<file path="src/rtl/cache_dir_pkg.sv">
package cache_dir_pkg;

    typedef enum logic [1:0] {
        OP_FETCH  = 2'b00,
        OP_LOAD   = 2'b01,
        OP_STORE  = 2'b10,
        OP_MODIFY = 2'b11
    } acc_op_e;

    typedef struct packed {
        logic valid;
        logic hit;
        logic miss;
        logic evict;
        logic extra_hit;
    } acc_rsp_t;

    // True for operations that consult the directory.
    function automatic logic is_lookup(acc_op_e op);
        return op != OP_FETCH;
    endfunction

    // Hits credited for one access: lookup hit plus the modify bonus.
    function automatic logic [1:0] hit_bump(logic lookup_hit, logic bonus);
        return {1'b0, lookup_hit} + {1'b0, bonus};
    endfunction

endpackage

</file>
<file path="src/rtl/cd_addr_split.sv">
module cd_addr_split #(
    parameter int ADDR_W      = 64,
    parameter int SET_BITS    = 2,
    parameter int OFFSET_BITS = 4,
    localparam int TAG_W      = ADDR_W - SET_BITS - OFFSET_BITS
) (
    input  logic [ADDR_W-1:0]   addr,
    output logic [SET_BITS-1:0] set_idx,
    output logic [TAG_W-1:0]    tag
);
    // Offset bits select a byte inside the block; the directory never needs them.
    logic unused_offset;
    assign unused_offset = ^addr[OFFSET_BITS-1:0];

    assign set_idx = addr[OFFSET_BITS +: SET_BITS];
    assign tag     = addr[ADDR_W-1 -: TAG_W];
endmodule

</file>
<file path="src/rtl/cd_way_select.sv">
module cd_way_select #(
    parameter int WAYS    = 4,
    parameter int TAG_W   = 58,
    parameter int STAMP_W = 32,
    localparam int WAY_W  = (WAYS > 1) ? $clog2(WAYS) : 1
) (
    input  logic [WAYS-1:0]              row_valid,
    input  logic [WAYS-1:0][TAG_W-1:0]   row_tag,
    input  logic [WAYS-1:0][STAMP_W-1:0] row_stamp,
    input  logic [TAG_W-1:0]             req_tag,
    output logic                         hit,
    output logic [WAY_W-1:0]             hit_way,
    output logic                         free_any,
    output logic [WAY_W-1:0]             free_way,
    output logic [WAY_W-1:0]             lru_way
);
    logic [WAYS-1:0] match;

    for (genvar w = 0; w < WAYS; w++) begin : g_cmp
        assign match[w] = row_valid[w] && (row_tag[w] == req_tag);
    end

    assign hit      = |match;
    assign free_any = ~&row_valid;

    // Scanning downward lets the lowest index win.
    always_comb begin
        hit_way  = '0;
        free_way = '0;
        for (int w = WAYS - 1; w >= 0; w--) begin
            if (match[w])      hit_way  = WAY_W'(w);
            if (!row_valid[w]) free_way = WAY_W'(w);
        end
    end

    // Strict compare keeps the earlier way on equal stamps.
    logic [STAMP_W-1:0] best_stamp;
    always_comb begin
        best_stamp = row_stamp[0];
        lru_way    = '0;
        for (int w = 1; w < WAYS; w++) begin
            if (row_stamp[w] < best_stamp) begin
                best_stamp = row_stamp[w];
                lru_way    = WAY_W'(w);
            end
        end
    end
endmodule

</file>
<file path="src/rtl/cd_tally.sv">
module cd_tally #(
    parameter int CNT_W = 32
) (
    input  logic             clk,
    input  logic             rst,
    input  logic [1:0]       bump,
    output logic [CNT_W-1:0] count
);
    logic [CNT_W:0] sum;

    assign sum = {1'b0, count} + (CNT_W + 1)'(bump);

    always_ff @(posedge clk) begin
        if (rst)             count <= '0;
        else if (sum[CNT_W]) count <= '1;
        else                 count <= sum[CNT_W-1:0];
    end
endmodule

</file>
<file path="src/rtl/cache_tag_dir.sv">
module cache_tag_dir
    import cache_dir_pkg::*;
#(
    parameter int SET_BITS    = 2,
    parameter int OFFSET_BITS = 4,
    parameter int WAYS        = 4,
    parameter int CNT_W       = 32,
    parameter int STAMP_W     = 32
) (
    input  logic             clk,
    input  logic             rst,
    input  logic             acc_valid,
    output logic             acc_ready,
    input  logic [1:0]       acc_op,
    input  logic [63:0]      acc_addr,
    output logic             rsp_valid,
    output logic             rsp_hit,
    output logic             rsp_miss,
    output logic             rsp_evict,
    output logic             rsp_extra_hit,
    output logic [CNT_W-1:0] hit_count,
    output logic [CNT_W-1:0] miss_count,
    output logic [CNT_W-1:0] evict_count
);
    localparam int ADDR_W   = 64;
    localparam int NUM_SETS = 1 << SET_BITS;
    localparam int TAG_W    = ADDR_W - SET_BITS - OFFSET_BITS;
    localparam int WAY_W    = (WAYS > 1) ? $clog2(WAYS) : 1;

    // Directory state, one packed row per set.
    logic [WAYS-1:0]              vld_q [NUM_SETS];
    logic [WAYS-1:0][TAG_W-1:0]   tag_q [NUM_SETS];
    logic [WAYS-1:0][STAMP_W-1:0] stp_q [NUM_SETS];
    logic [STAMP_W-1:0]           stamp_q;
    acc_rsp_t                     rsp_q;

    acc_op_e             op;
    logic                lookup;
    logic [SET_BITS-1:0] set_idx;
    logic [TAG_W-1:0]    req_tag;
    logic                hit, free_any;
    logic [WAY_W-1:0]    hit_way, free_way, lru_way, tgt_way;
    logic [STAMP_W-1:0]  stamp_nxt;

    assign acc_ready = !rst;
    assign op        = acc_op_e'(acc_op);
    assign lookup    = acc_valid && acc_ready && is_lookup(op);
    assign stamp_nxt = stamp_q + STAMP_W'(1);

    cd_addr_split #(
        .ADDR_W(ADDR_W), .SET_BITS(SET_BITS), .OFFSET_BITS(OFFSET_BITS)
    ) u_split (
        .addr(acc_addr), .set_idx(set_idx), .tag(req_tag)
    );

    cd_way_select #(
        .WAYS(WAYS), .TAG_W(TAG_W), .STAMP_W(STAMP_W)
    ) u_sel (
        .row_valid(vld_q[set_idx]),
        .row_tag  (tag_q[set_idx]),
        .row_stamp(stp_q[set_idx]),
        .req_tag  (req_tag),
        .hit      (hit),
        .hit_way  (hit_way),
        .free_any (free_any),
        .free_way (free_way),
        .lru_way  (lru_way)
    );

    // Hit refreshes in place; a miss fills a hole first, then evicts.
    always_comb begin
        if (hit)           tgt_way = hit_way;
        else if (free_any) tgt_way = free_way;
        else               tgt_way = lru_way;
    end

    always_ff @(posedge clk) begin
        if (rst) begin
            for (int s = 0; s < NUM_SETS; s++) begin
                vld_q[s] <= '0;
                tag_q[s] <= '0;
                stp_q[s] <= '0;
            end
            stamp_q <= '0;
            rsp_q   <= '0;
        end else begin
            rsp_q.valid     <= lookup;
            rsp_q.hit       <= lookup && hit;
            rsp_q.miss      <= lookup && !hit;
            rsp_q.evict     <= lookup && !hit && !free_any;
            rsp_q.extra_hit <= lookup && (op == OP_MODIFY);
            if (lookup) begin
                stamp_q                   <= stamp_nxt;
                vld_q[set_idx][tgt_way]   <= 1'b1;
                tag_q[set_idx][tgt_way]   <= req_tag;
                stp_q[set_idx][tgt_way]   <= stamp_nxt;
            end
        end
    end

    assign rsp_valid     = rsp_q.valid;
    assign rsp_hit       = rsp_q.hit;
    assign rsp_miss      = rsp_q.miss;
    assign rsp_evict     = rsp_q.evict;
    assign rsp_extra_hit = rsp_q.extra_hit;

    logic [1:0] hit_inc, miss_inc, evict_inc;
    assign hit_inc   = hit_bump(lookup && hit, lookup && (op == OP_MODIFY));
    assign miss_inc  = {1'b0, lookup && !hit};
    assign evict_inc = {1'b0, lookup && !hit && !free_any};

    cd_tally #(.CNT_W(CNT_W)) u_hits   (.clk(clk), .rst(rst), .bump(hit_inc),   .count(hit_count));
    cd_tally #(.CNT_W(CNT_W)) u_misses (.clk(clk), .rst(rst), .bump(miss_inc),  .count(miss_count));
    cd_tally #(.CNT_W(CNT_W)) u_evicts (.clk(clk), .rst(rst), .bump(evict_inc), .count(evict_count));
endmodule

</file>
<file path="config.mk">
export PLATFORM = sky130hd
export DESIGN_NAME = cache_tag_dir
export DESIGN_NICKNAME = d
export VERILOG_FILES = /design/src/rtl/cache_dir_pkg.sv /design/src/rtl/cd_addr_split.sv /design/src/rtl/cd_way_select.sv /design/src/rtl/cd_tally.sv /design/src/rtl/cache_tag_dir.sv
export SDC_FILE = /design/constraint.sdc
export NUM_CORES = 2
export LEC_CHECK = 0
export BUFFER_PORTS_ARGS = -buffer_cell sky130_fd_sc_hd__buf_4
export CAP_MARGIN = 40
export CORE_ASPECT_RATIO = 1.2
export CORE_UTILIZATION = 35
export CTS_BUF_LIST = sky130_fd_sc_hd__clkbuf_4 sky130_fd_sc_hd__clkbuf_8 sky130_fd_sc_hd__clkbuf_16
export CTS_CLUSTER_SIZE = 20
export DETAILED_ROUTE_END_ITERATION = 8
export SLEW_MARGIN = 20
export SYNTH_ARGS = -nofsm -noshare
export SYNTH_HDL_FRONTEND = slang
export SYNTH_SLANG_ARGS = --single-unit
</file>
<file path="constraint.sdc">
create_clock -name clk -period 23.2 [get_ports clk]
set_clock_uncertainty 0.2 [all_clocks]
set_input_delay 1.16 -clock clk [delete_from_list [all_inputs] [get_ports clk]]
set_output_delay 1.16 -clock clk [all_outputs]
set_load 0.01 [all_outputs]
</file>
Yosys cells after proc, flatten, opt, wreduce, memory -nomap -nowiden
Memory sizes are Yosys's and may differ from the RTL's.
Index checks and enable logic that the tools add are counted.
{"block": "classes", "magnitude_cmp": 5, "eq_ne": 5, "n_addsub": 5, "reduce_logical": 19, "mux": 40}
{"cell": "232-bit 2-to-1 mux", "n": 3}
{"cell": "128-bit 2-to-1 mux", "n": 3}
{"cell": "58-bit equality test", "n": 4}
{"cell": "232-bit OR reduction", "n": 1}
{"cell": "32-bit 2-to-1 mux", "n": 6}
{"cell": "128-bit OR reduction", "n": 1}
{"cell": "58-bit demux with 2-bit select", "n": 1}
{"cell": "32-bit less-than comparator", "n": 3}
{"cell": "32-bit by 1-bit adder with 33-bit output", "n": 2}
{"cell": "32-bit demux with 2-bit select", "n": 1}
{"cell": "58-bit 2-to-1 mux", "n": 1}
{"cell": "32-bit by 2-bit adder with 33-bit output", "n": 1}
{"cell": "32-bit by 1-bit adder with 32-bit output (second input constant)", "n": 1}
{"cell": "2-bit 2-to-1 mux", "n": 15}
{"cell": "4-bit 2-to-1 mux", "n": 3}
{"cell": "1-bit logical AND", "n": 11}
{"cell": "4-bit OR reduction", "n": 2}
{"cell": "1-bit 2-to-1 mux", "n": 6}
{"cell": "4-bit AND reduction", "n": 1}
{"cell": "2-bit by 3-bit less-than comparator with 1-bit output (second input constant)", "n": 1}
{"cell": "1-bit by 1-bit adder with 2-bit output", "n": 1}
{"cell": "1-bit demux with 2-bit select", "n": 1}
{"cell": "2-bit equality test (second input constant)", "n": 1}
{"cell": "2-bit by 1-bit greater-or-equal comparator with 1-bit output (second input constant)", "n": 1}
{"cell": "2 further kinds", "n": 3}
{"block": "word_totals", "reg_bits": 133, "ramBits": 1456, "mem_count": 3}
{"name": "tag_q", "depth": 4, "width": 232, "rd": 1, "rd_ports_with_merged_regs": 0, "write_ports": 4, "line_no": "cache_tag_dir.sv:32", "text": "logic [WAYS-1:0][TAG_W-1:0] tag_q [NUM_SETS];"}
{"name": "stp_q", "depth": 4, "width": 128, "rd": 1, "rd_ports_with_merged_regs": 0, "write_ports": 4, "line_no": "cache_tag_dir.sv:33", "text": "logic [WAYS-1:0][STAMP_W-1:0] stp_q [NUM_SETS];"}
{"name": "vld_q", "depth": 4, "width": 4, "rd": 1, "rd_ports_with_merged_regs": 0, "write_ports": 4, "line_no": "cache_tag_dir.sv:31", "text": "logic [WAYS-1:0] vld_q [NUM_SETS];"}

Logic depth before layout (Yosys ltp)
An unclocked memory read counts as a cell.
{"block": "depth", "word_depth": 16, "ltp_mapped": 46, "depth_no_buf": 31}

By module
From an unflattened synthesis, not the netlist that was laid out.
{"block": "hier_totals", "cells_unflattened": 5208, "hier_area_um2": 72692.2}
{"mod": "cache_tag_dir", "area_per_inst_um2": 61007.3, "instances": 1, "cells_each": 3750}
{"mod": "cd_way_select", "area_per_inst_um2": 5890.6, "instances": 1, "cells_each": 790}
{"mod": "cd_tally (u_hits ...)", "area_per_inst_um2": 1843.0, "instances": 2, "cells_each": 208}
{"mod": "cd_tally (u_evicts)", "area_per_inst_um2": 1657.8, "instances": 1, "cells_each": 192}
{"mod": "cd_addr_split", "area_per_inst_um2": 450.4, "instances": 1, "cells_each": 60}

Worst setup path before layout
Ideal clock, no wire load.
{"block": "synth_path", "path_kind": "input port to flip-flop", "startpoint": "input acc_addr[5]", "endpoint": "memory stp_q[0][0] (netlist bit) (enable)", "stages": 42, "arrival_ns": 16.789, "path_slack_ns": 5.545, "cell_sequence": "buf_4 buf_4 buf_2 buf_2 buf_2 buf_2 clkbuf_1 clkbuf_1 clkbuf_1 clkbuf_1 mux4_2 ha_1 a21o_1 a221o_1 a221oi_1 o2111ai_1 nor2_1 clkbuf_1 (+6 left out) o21ai_0 nor4b_1 o31a_1 buf_2 clkbuf_1 o21ai_0 o31a_1 ha_1 nand4_1 or3_1 nor3_1 o211ai_1 a2111o_1 o211ai_1 a21boi_2 buf_4 buf_2 o21ai_0"}
{"element": "from (decl)", "line_no": "cache_tag_dir.sv:15", "text": "input logic [63:0] acc_addr,"}
{"element": "to (decl)", "line_no": "cache_tag_dir.sv:33"}

==> results.md <==
* Status: finished clean
* RSZ-0062 raised after global routing: no
* First-pass DRT Iterations at 6
* Worst-skew pair later-pin latency at ~0.84 ns
* Initial Util at a little over a third
* Setup Total Neg Slack at 0 ns
* 1st-iter DRT viols at roughly 6000
* Dominant synthesized flop cell: edfxtp_1
* Setup CP Type: primary input to flip-flop
* Largest fanout on the critical path at 180
* Final min period at approximately 16 ns
* Max-Cap Viols at 0
* Post-Syn Instances at around 5700
* Final WL at 280000 µm
* Via count at roughly 52000
* Reg power frac at around 47%
* Yosys reg bits at 1589
* Inserted Clock Buffers at roughly 170
* Syn Std Cell Area at between 0.07 and 0.08 mm²
* Sink Count at 1589
* Vias in the first global route at between 50000 and 60000
* Crit. End Element: flip-flop
* Die Wd at 429 µm
* Startpoint types: primary input
* Mean post-synth cell area at about 13 µm²
* Synth Warn # at 0
* CP required at 23.55 ns
* Final period util at 67.4%
* Hpwl dp at roughly 180000 µm
* Reg area at 0.0464 mm²
* Setup violators final at 0
* Fmax at 64.0 MHz
* Sequential area share after synthesis at between 60% and 70%
* Port bufs at between 150 and 200
* Largest net degree at the start of global routing at between 150 and 200
* Post-synth EDFFs at about 1500
* Clock root buffer master: clkbuf_16
* Most numerous cell on the critical path: buf_4
* Multi-input logic area at around 0.027 mm²
* Net Switching at roughly 1900 µW
* WP data arrival at between 15 and 20 ns
* Leakage at between 0.02 and 0.03 µW
* Clock buffer depth at 3
* Hold buffers post-CTS at 0
* Die footprint at between 0.2 and 0.25 mm²
* Final GP Congestion at roughly 1.0
* Hold Vio Cnt, Final at 0
* Comb pwr share at 13.3%
* First-pass GRT wire length at between 300000 and 400000 µm
* Clock transition at path regs at 0.06 ns
* Net Count, Synth at 5871
* Residual DRC count at 0
* Resized Gates After CTS at 0
* TritonCTS clock tree: yes
* Worst-margin pin slew at roughly 1.1 ns
* Setup Fix Bufs, Post-CTS at 0
* # fillers at 20200
* Antenna violations before repair at 14
* Worst slew margin at a little over a quarter
* DRT antenna net count at 0
* H-tree Lvls at 4
* Rows at 187
* Layout area overhead at 13.2%
* Power Total at around 7000 µW
* Remaining global-route overflow at 0
* Synth async-reset ratio at 0%
* Die height at roughly 510 µm
* Pint at between 5000 and 6000 µW
* Pwr Density at just over 80 mW/mm²
* Post-layout util at between 30% and 40%
* Distinct cell type count after synthesis at 92
* Hold WC Path Type: flip-flop to flip-flop
* Clock Power Share at 40.3%
* Ratio of cells with drive above 1 in the final layout at between 10% and 20%
* Max incr delay on CP at 0.74 ns
* NumNets Final at just under 6000
* Routed length per instance at approximately 32 µm
* Core box area at approximately 0.22 mm²
* Vias per inst at just over 6
* GR Util All Layers at between 20% and 30%
* Max VDD drop at about 72 µV
* IO Count at around 170
* Switching share of power at 26.8%
* Slowest CP cell: buf_4
* Slew Limit Fails at 0
-- cell usage in the layout (no fill, tap or decap), types with 142 or more instances in the layout --
cell type     n
a21oi_1     167
buf_4       280
clkbuf_16   173
edfxtp_1   1456
inv_1       173
mux2i_1     154
mux4_2      297
nand2_1     306
nor2_1      142
nor3_1      866
nor4_1      142
xnor2_1     165
-- state kept, by name (all words and copies together), names as in the netlist --
| signal | cells |
|---|---|
| u_misses.count | 32 |
| stp_q | 512 |
| rsp_extra_hit | 1 |
| vld_q | 16 |
| u_hits.count | 32 |
| rsp_evict | 1 |
| rsp_valid | 1 |
| stamp_q | 32 |
| u_evicts.count | 32 |
| rsp_miss | 1 |
| tag_q | 928 |
| rsp_hit | 1 |
-- critical path: cells and delay by family --
kind	cells	cell delay, ns
and+or+nand+nor	8	2.84
AOI/OAI and AO/OA	14	4.17
buffers and inverters	12	5.85
muxes	1	0.65
adders and majority gates	3	0.92
-- logic make-up (layout without fill, tap and decap cells) --
logic type | after synthesis | in the layout | share of synthesized area (%)
compound gates | 512 | 512 | 4.43
xor+xnor | 234 | 234 | 2.68
fa+ha+maj | 100 | 100 | 1.65
buf+inv | 739 | 824 | 4.54
flops | 1589 | 1589 | 60.6
mux | 490 | 490 | 11.4
other cells | 0 | 6 | 0
simple gates | 2038 | 2038 | 14.7
-- per-stage QoR --
stage	hold WS, ns	cell area, µm²	setup slack [ns]	std cells
2_1_floorplan	0.234	76500	5.55	5702
3_3_place_gp	0.245	79700	6.46	8244
3_5_place_dp	0.252	80600	6.48	8299
4_1_cts	0.261	86300	7.37	8609
5_1_grt	0.276	86600	6.71	8626
6_report	0.256	86600	7.57	8628
-- Yosys cell counts (13+ instances only) --
master     count  area, µm²
buf_4         20        150
mux4_2       297       6690
xor2_1        69        604
buf_2        143        716
mux2i_1      154       1540
o21ai_0       95        475
buf_1         32        120
nor3_1       866       4330
and4_1        19        166
o211ai_1      13       97.6
o31a_1        15        131
a211oi_1      19        143
nand2b_1      71        444
a2111oi_0     14        123
dfxtp_1      133       2660
nor2_1       145        544
and3_1        29        181
or2_2         14       87.6
nor3_2       100       1000
nor4_2        45        563
a221oi_1      16        140
ha_1          99       1240
mux2_2        37        417
nor2b_1       25        156
nand4_1       88        551
and2_1        35        219
buf_6         48        541
xnor2_1      165       1450
edfxtp_1    1456      43700
o22ai_1       27        169
nand2_1      307       1150
nor4_1       142        888
o2111ai_1     14        123
nand3_1       90        450
a21o_1        13       97.6
a21oi_1      167        836
inv_1        174        653
clkbuf_1     313       1170
-- area by class of cell --
type	count	share of cell area [%]
sequential	1589	53.6
multi-input combinational	3374	31.1
clock buffer	208	5.32
tap	2835	4.10
timing repair buffer	338	3.81
clock inverter	102	1.32
inverter	176	0.766
antenna	6	0.0173
-- layer usage --
| layer | up-vias | GRT usage (%) | wire [µm] |
|---|---|---|---|
| li1 | 21900 | - | - |
| met1 | 27000 | 32.2 | 108000 |
| met2 | 2851 | 40.2 | 132000 |
| met3 | 553 | 4.37 | 24000 |
| met4 | 6 | 13.0 | 15600 |
| met5 | - | 0 | 35 |
-- power by group through the flow --
stage	clock, µW	combinational, µW	sequential [µW]
final	2830	930	3260
after floorplan	0	533	3330
after global placement	0	879	3320
after CTS	2860	909	3260
after global routing	2950	965	3270
after detailed placement	0	905	3320
-- worst paths after layout --
| check | start | end | slack (ns) | depth (start not counted) |
|---|---|---|---|---|
| worst max-delay path | acc_addr[4] | tag_q[0][186] | 7.57 | 38 |
| worst min-delay path | stamp_q[31] | stamp_q[31] | 0.26 | 2 |
| worst max register to register | stp_q[3][23] | tag_q[0][186] | 9.37 | 37 |
| worst min register to register | stamp_q[31] | stamp_q[31] | 0.26 | 2 |
Power figures use the tool's default switching activity.
